### src/rtl/lat_inj_pkg.sv
package lat_inj_pkg;

  // Effective latency: build-time base plus runtime addition.
  function automatic int unsigned total_latency(input int unsigned base, input int unsigned extra);
    return base + extra;
  endfunction

  // True when an entry stamped at `stamp` has aged by at least `lat`
  // as of the counter value `now_next`, in a counter of `cw` bits.
  function automatic logic age_reached(input logic [31:0] now_next,
                                       input logic [31:0] stamp,
                                       input logic [31:0] lat,
                                       input int unsigned cw);
    logic [31:0] mask;
    logic [31:0] age;
    mask = (cw >= 32) ? 32'hFFFF_FFFF : ((32'd1 << cw) - 32'd1);
    age  = (now_next - stamp) & mask;
    return age >= lat;
  endfunction

  // Circular pointer step for a buffer of `depth` slots.
  function automatic int unsigned ptr_step(input int unsigned p, input int unsigned depth);
    return (p + 1 == depth) ? 0 : p + 1;
  endfunction

endpackage

### src/rtl/lat_stamp_counter.sv
module lat_stamp_counter #(
  parameter int CNT_W = 8
) (
  input  logic             clk,
  input  logic             rst_n,
  output logic [CNT_W-1:0] now,
  output logic [CNT_W-1:0] now_next
);
  assign now_next = now + CNT_W'(1);

  always_ff @(posedge clk) begin
    if (!rst_n) now <= '0;
    else        now <= now_next;
  end
endmodule

### src/rtl/lat_resp_fifo.sv
module lat_resp_fifo
  import lat_inj_pkg::*;
#(
  parameter int PW    = 8,
  parameter int DEPTH = 4,
  parameter int CNT_W = 8,
  parameter int LAT_W = 7
) (
  input  logic             clk,
  input  logic             rst_n,
  input  logic [CNT_W-1:0] now,
  input  logic [CNT_W-1:0] now_next,
  input  logic [LAT_W-1:0] lat,
  input  logic             in_valid,
  output logic             in_ready,
  input  logic [PW-1:0]    in_data,
  output logic             out_valid,
  input  logic             out_ready,
  output logic [PW-1:0]    out_data
);
  localparam int PTR_W = (DEPTH > 1) ? $clog2(DEPTH) : 1;
  localparam int OCC_W = $clog2(DEPTH + 1);

  logic [PW-1:0]    slot_data  [DEPTH];
  logic [CNT_W-1:0] slot_stamp [DEPTH];
  logic [DEPTH-1:0] slot_ripe;
  logic [DEPTH-1:0] slot_due;
  logic             new_due;
  logic [PTR_W-1:0] wr_ptr, rd_ptr;
  logic [OCC_W-1:0] occ;

  // Named events for the checks below.
  logic push_ev, pop_ev, buf_full, buf_empty;

  assign buf_full  = (occ == OCC_W'(DEPTH));
  assign buf_empty = (occ == '0);
  assign in_ready  = !buf_full;
  assign push_ev   = in_valid && in_ready;
  assign out_valid = !buf_empty && slot_ripe[rd_ptr];
  assign pop_ev    = out_valid && out_ready;
  assign out_data  = slot_data[rd_ptr];

  // Maturity test for each slot as of the coming edge.
  for (genvar g = 0; g < DEPTH; g++) begin : g_due
    assign slot_due[g] = age_reached(32'(now_next), 32'(slot_stamp[g]), 32'(lat), CNT_W);
  end
  assign new_due = age_reached(32'(now_next), 32'(now), 32'(lat), CNT_W);

  always_ff @(posedge clk) begin
    if (!rst_n) begin
      wr_ptr    <= '0;
      rd_ptr    <= '0;
      occ       <= '0;
      slot_ripe <= '0;
      for (int i = 0; i < DEPTH; i++) slot_stamp[i] <= '0;
    end else begin
      for (int i = 0; i < DEPTH; i++) begin
        if (push_ev && wr_ptr == PTR_W'(i)) begin
          slot_ripe[i]  <= new_due;
          slot_stamp[i] <= now;
        end else begin
          slot_ripe[i]  <= slot_ripe[i] | slot_due[i];
        end
      end
      if (push_ev) wr_ptr <= PTR_W'(ptr_step(32'(wr_ptr), DEPTH));
      if (pop_ev)  rd_ptr <= PTR_W'(ptr_step(32'(rd_ptr), DEPTH));
      case ({push_ev, pop_ev})
        2'b10:   occ <= occ + OCC_W'(1);
        2'b01:   occ <= occ - OCC_W'(1);
        default: occ <= occ;
      endcase
    end
  end

  always_ff @(posedge clk) begin
    if (push_ev) slot_data[wr_ptr] <= in_data;
  end

  assert_hold_valid_R6: assert property (@(posedge clk) disable iff (!rst_n)
    (out_valid && !out_ready) |=> out_valid);

  assert_hold_payload_R6: assert property (@(posedge clk) disable iff (!rst_n)
    (out_valid && !out_ready) |=> $stable(out_data));

  assert_no_overflow_R7: assert property (@(posedge clk) disable iff (!rst_n)
    occ <= OCC_W'(DEPTH));

  assert_reset_empty_R9: assert property (@(posedge clk) disable iff (!rst_n)
    $rose(rst_n) |-> (buf_empty && !out_valid && in_ready));
endmodule

### src/rtl/axi_resp_delay.sv
module axi_resp_delay
  import lat_inj_pkg::*;
#(
  parameter int ID_W     = 4,
  parameter int ADDR_W   = 32,
  parameter int DATA_W   = 32,
  parameter int LEN_W    = 8,
  parameter int LAT_W    = 6,
  parameter int BASE_LAT = 20,
  parameter int R_DEPTH  = 32,
  parameter int B_DEPTH  = 16
) (
  input  logic                clk,
  input  logic                rst_n,
  input  logic [LAT_W-1:0]    lat_add,
  input  logic [ID_W-1:0]     s_awid,
  input  logic [ADDR_W-1:0]   s_awaddr,
  input  logic [LEN_W-1:0]    s_awlen,
  input  logic                s_awvalid,
  output logic                s_awready,
  input  logic [DATA_W-1:0]   s_wdata,
  input  logic [DATA_W/8-1:0] s_wstrb,
  input  logic                s_wlast,
  input  logic                s_wvalid,
  output logic                s_wready,
  output logic [ID_W-1:0]     s_bid,
  output logic [1:0]          s_bresp,
  output logic                s_bvalid,
  input  logic                s_bready,
  input  logic [ID_W-1:0]     s_arid,
  input  logic [ADDR_W-1:0]   s_araddr,
  input  logic [LEN_W-1:0]    s_arlen,
  input  logic                s_arvalid,
  output logic                s_arready,
  output logic [ID_W-1:0]     s_rid,
  output logic [DATA_W-1:0]   s_rdata,
  output logic [1:0]          s_rresp,
  output logic                s_rlast,
  output logic                s_rvalid,
  input  logic                s_rready,
  output logic [ID_W-1:0]     m_awid,
  output logic [ADDR_W-1:0]   m_awaddr,
  output logic [LEN_W-1:0]    m_awlen,
  output logic                m_awvalid,
  input  logic                m_awready,
  output logic [DATA_W-1:0]   m_wdata,
  output logic [DATA_W/8-1:0] m_wstrb,
  output logic                m_wlast,
  output logic                m_wvalid,
  input  logic                m_wready,
  input  logic [ID_W-1:0]     m_bid,
  input  logic [1:0]          m_bresp,
  input  logic                m_bvalid,
  output logic                m_bready,
  output logic [ID_W-1:0]     m_arid,
  output logic [ADDR_W-1:0]   m_araddr,
  output logic [LEN_W-1:0]    m_arlen,
  output logic                m_arvalid,
  input  logic                m_arready,
  input  logic [ID_W-1:0]     m_rid,
  input  logic [DATA_W-1:0]   m_rdata,
  input  logic [1:0]          m_rresp,
  input  logic                m_rlast,
  input  logic                m_rvalid,
  output logic                m_rready
);
  localparam int EL_W  = LAT_W + 1;
  localparam int CNT_W = LAT_W + 2;
  localparam int R_PW  = ID_W + DATA_W + 3;
  localparam int B_PW  = ID_W + 2;

  // Request channels: plain wires in both directions.
  assign m_awid    = s_awid;
  assign m_awaddr  = s_awaddr;
  assign m_awlen   = s_awlen;
  assign m_awvalid = s_awvalid;
  assign s_awready = m_awready;
  assign m_wdata   = s_wdata;
  assign m_wstrb   = s_wstrb;
  assign m_wlast   = s_wlast;
  assign m_wvalid  = s_wvalid;
  assign s_wready  = m_wready;
  assign m_arid    = s_arid;
  assign m_araddr  = s_araddr;
  assign m_arlen   = s_arlen;
  assign m_arvalid = s_arvalid;
  assign s_arready = m_arready;

  logic [EL_W-1:0]  lat_eff;
  logic [CNT_W-1:0] now, now_next;
  assign lat_eff = EL_W'(total_latency(BASE_LAT, 32'(lat_add)));

  lat_stamp_counter #(.CNT_W(CNT_W)) u_stamp (
    .clk(clk), .rst_n(rst_n), .now(now), .now_next(now_next)
  );

  logic [R_PW-1:0] r_in, r_out;
  assign r_in = {m_rid, m_rdata, m_rresp, m_rlast};
  assign {s_rid, s_rdata, s_rresp, s_rlast} = r_out;

  lat_resp_fifo #(.PW(R_PW), .DEPTH(R_DEPTH), .CNT_W(CNT_W), .LAT_W(EL_W)) u_rbuf (
    .clk(clk), .rst_n(rst_n), .now(now), .now_next(now_next), .lat(lat_eff),
    .in_valid(m_rvalid), .in_ready(m_rready), .in_data(r_in),
    .out_valid(s_rvalid), .out_ready(s_rready), .out_data(r_out)
  );

  logic [B_PW-1:0] b_in, b_out;
  assign b_in = {m_bid, m_bresp};
  assign {s_bid, s_bresp} = b_out;

  lat_resp_fifo #(.PW(B_PW), .DEPTH(B_DEPTH), .CNT_W(CNT_W), .LAT_W(EL_W)) u_bbuf (
    .clk(clk), .rst_n(rst_n), .now(now), .now_next(now_next), .lat(lat_eff),
    .in_valid(m_bvalid), .in_ready(m_bready), .in_data(b_in),
    .out_valid(s_bvalid), .out_ready(s_bready), .out_data(b_out)
  );
endmodule

### config.mk
export PLATFORM = sky130hd
export DESIGN_NAME = axi_resp_delay
export DESIGN_NICKNAME = d
export VERILOG_FILES = /design/src/rtl/lat_inj_pkg.sv /design/src/rtl/lat_stamp_counter.sv /design/src/rtl/lat_resp_fifo.sv /design/src/rtl/axi_resp_delay.sv
export SDC_FILE = /design/constraint.sdc
export NUM_CORES = 2
export LEC_CHECK = 0
export ABC_CLOCK_PERIOD_IN_PS = 9550
export BUFFER_PORTS_ARGS = -buffer_cell sky130_fd_sc_hd__buf_2
export CAP_MARGIN = 20
export CORE_MARGIN = 8
export CORE_UTILIZATION = 50
export DETAILED_ROUTE_END_ITERATION = 6
export PLACE_DENSITY_LB_ADDON = 0.05
export REMOVE_ABC_BUFFERS = 1
export SLEW_MARGIN = 20
export SYNTH_ARGS = -nofsm -noshare
export SYNTH_HDL_FRONTEND = slang
export SYNTH_SLANG_ARGS = --single-unit
### constraint.sdc
create_clock -name clk -period 9.55 [get_ports clk]
set_input_delay 1.91 -clock clk [delete_from_list [all_inputs] [get_ports clk]]
set_output_delay 1.91 -clock clk [all_outputs]
set_load 0.05 [all_outputs]
==> flow_metrics.env <==
export IMPL_grt_usage_pct=26.0
export IMPL_critical_path_slowest_cell="dfxtp_4"
export IMPL_synth_yosys_warnings=0
export IMPL_synth_cell_types=56
export IMPL_insertion_delay_ns=0.85
export IMPL_placedCellCount=8206
export IMPL_critPathBufInv=2
export IMPL_maxCapViolCount=0
export IMPL_cts_setup_buffers=0
export IMPL_start_util_pct=50.2
export IMPL_status="completed"
export IMPL_die_area_um2=195000
export IMPL_die_y_um=441
export IMPL_leakagePower_nw=36.2
export IMPL_arrival_ns=4.17
export IMPL_stdcell_count=8571
export IMPL_synth_top_area_share_pct=57.4
export IMPL_fin_total_pwr_mw=20.4
export IMPL_place_ws_ns=4.15
export IMPL_finalHoldViolations=0
export IMPL_setup_viol=0
export IMPL_p_per_area_nw_per_um2=206
export IMPL_drv_slew=0
export IMPL_clock_skew_ns=0.0371
export IMPL_worstPathMaxFanout=141
export IMPL_synth_flop_cell="edfxtp_1"
export IMPL_finalInstanceArea_um2=99500
export IMPL_drt_total_wl_um=255000
export IMPL_die_x_um=441
export IMPL_hold_path_class="flop to flop"
export IMPL_nets=6977
export IMPL_ant_nets=0
export IMPL_syn2layout_area_growth_pct=10.1
export IMPL_worstMarginPinSlew_ns=1.12
export IMPL_rsz0062_at_grt="no"
export IMPL_crit_top_cell="mux4_2"
export IMPL_synth_most_common_cell="edfxtp_1"
export IMPL_synthTopCellsByCount="edfxtp_1 (1728), ha_1 (706), nor2_1 (431), mux4_2 (429), inv_1 (418)"
export IMPL_dpl_instance_area_um2=93000
export IMPL_cts_root_buf="clkbuf_16"
export IMPL_port_buffers=105
export IMPL_viasPerCell=5.97
export IMPL_crit_family="multiplexers"
export IMPL_cp_end_kind="output port"
export IMPL_antenna_found_initial=12
export IMPL_num_io_pins=368
export IMPL_synth_cells=5970
export IMPL_core_area_um2=180000
export IMPL_via_count=51200
export IMPL_cts_hold_fix_buffers=0
export IMPL_clock_fmax_mhz=164
export IMPL_drt_first_pass_iters=6
export IMPL_crit_type="flop to output port"
export IMPL_asyncSetResetFlopFracSynth_pct=0
export IMPL_yosysSeqAreaShare_pct=59.5
export IMPL_synth_edff_count=1728
export IMPL_syn_area_um2=90400
export IMPL_clockBufferDepth=3
export IMPL_fin_crit_ns=6.08
export IMPL_tns_ns=0
export IMPL_start_kind="flop"
export IMPL_cts_tree="built"
export IMPL_h_tree_depth=4
export IMPL_clk_pin_slew_ns=0.06
export IMPL_drt_iter0_drc=4542
export IMPL_yosysTopAreaCell="edfxtp_1"
export IMPL_place_congestion=0.803
export IMPL_ys_top_cells_by_area="edfxtp_1 (57%), mux4_2 (11%), ha_1 (9.8%), xnor2_1 (2.9%), dfxtp_1 (2.1%)"
export IMPL_cts_buffers=195
export IMPL_synth_seq_cells=1822
export IMPL_cpPeakStageDelay_ns=0.94
export IMPL_cts_sinks=1822
export IMPL_critPathRequiredTime_ns=7.64
export IMPL_dp_hpwl_um=141000
export IMPL_worst_slack_ns=3.47
export IMPL_irDropWorstVdd_mv=0.155
export IMPL_grt_max_degree=142
export IMPL_slew_headroom_pct=25.2
export IMPL_overflow=0
export IMPL_worstPathCellList="buf_12 -> mux4_2 -> mux4_2 -> mux2_2 -> buf_2"
export IMPL_rows=156
export IMPL_finalCritPeriodShare_pct=63.7
export IMPL_grt_pass1_wl_um=363000
export IMPL_ctsResizeCount=0
export IMPL_synth_area_per_cell_um2=15.1
export IMPL_first_global_vias=51300
export IMPL_wl_per_cell_um=29.7
export IMPL_drive_above_1_share_pct=16.5
export IMPL_drc=0
cell type report:
class	count	area (um^2)
fill	14400	80700
sequential	1822	53800
multi-input combinational	3370	33300
clock buffer	257	5240
tap	2370	2970
inverter	452	1730
timing repair buffer	192	1250
clock inverter	106	1200
antenna	2	5.00
power by group:
part           switching, mW  total [mW]  internal (mW)
clock network           3.23        7.60           4.37
logic                   2.08        3.82           1.74
registers              0.123        9.03           8.91
total                   5.43        20.4           15.0
registers in the layout (all words and copies together) (netlist names), 5 cells and up, named ones only:
register	cells
u_bbuf.occ	5
u_rbuf.slot_stamp	256
u_rbuf.slot_ripe	32
u_rbuf.wr_ptr	5
u_bbuf.slot_ripe	16
u_rbuf.slot_data	1248
u_bbuf.slot_stamp	128
u_rbuf.rd_ptr	5
u_bbuf.slot_data	96
u_stamp.now	8
u_rbuf.occ	6
through the flow:
step | utilization [%] | hold WS (ns)
floorplan | - | 0.470
global placement | 51.6 | 0.484
detailed placement | 51.6 | 0.503
CTS | 55.2 | 0.511
global route | 55.2 | 0.549
finish | 55.2 | 0.514
final timing paths:
path	cells after the start	start	to	slack [ns]
setup / recovery	5	flop	s_rdata[16]	3.47
hold / removal	2	u_bbuf.wr_ptr[1]$_SDFFE_PN0P_	u_bbuf.wr_ptr[1]$_SDFFE_PN0P_	0.51
setup reg to reg	15	u_stamp.now[0]$_SDFF_PN0_	u_bbuf.slot_ripe[12]$_SDFF_PN0_	4.43
hold reg to reg	2	u_bbuf.wr_ptr[1]$_SDFFE_PN0P_	u_bbuf.wr_ptr[1]$_SDFFE_PN0P_	0.51
cells by family (layout without fill, tap and decap cells):
| family | count (synthesis) | after routing | synth area share, % |
|---|---|---|---|
| buf+inv | 778 | 1007 | 3.85 |
| flops | 1822 | 1822 | 59.5 |
| fa+ha+maj | 756 | 756 | 10.9 |
| xor+xnor | 371 | 371 | 3.60 |
| compound gates | 702 | 702 | 5.52 |
| mux | 480 | 480 | 11.3 |
| simple gates | 1061 | 1061 | 5.35 |
| other cells | 0 | 2 | 0 |
tightest hold or removal path, cell delays in order (launching register included):
cell	delay, ns
dfxtp_1	0.35
nand2_1	0.07
a21boi_1	0.05
placed cells by master, fill, tap and decap left out, types with 50 or more instances in the layout:
master	n
nor2b_1	84
nor2_1	424
edfxtp_1	1728
a21oi_1	134
dfxtp_1	88
ha_1	705
o2111ai_1	50
nand2b_1	85
buf_2	102
buf_4	84
nor3_1	51
nand3_1	121
fa_1	50
clkinv_2	63
a21o_1	136
xor2_1	69
clkbuf_16	198
inv_1	404
nand2_1	199
clkbuf_1	53
mux4_2	429
o21ai_1	73
xnor2_1	298
routing by layer:
metal  up-vias  wire length (um)  global-route usage (%)
met4        18              5670                    5.90
met2      1781            116000                    40.8
li1      22700                 -                       -
met1     26300            110000                    35.9
met3       345             21900                    7.38
met5         -               969                    3.45
No activity file was read; power rests on OpenSTA's default activity.
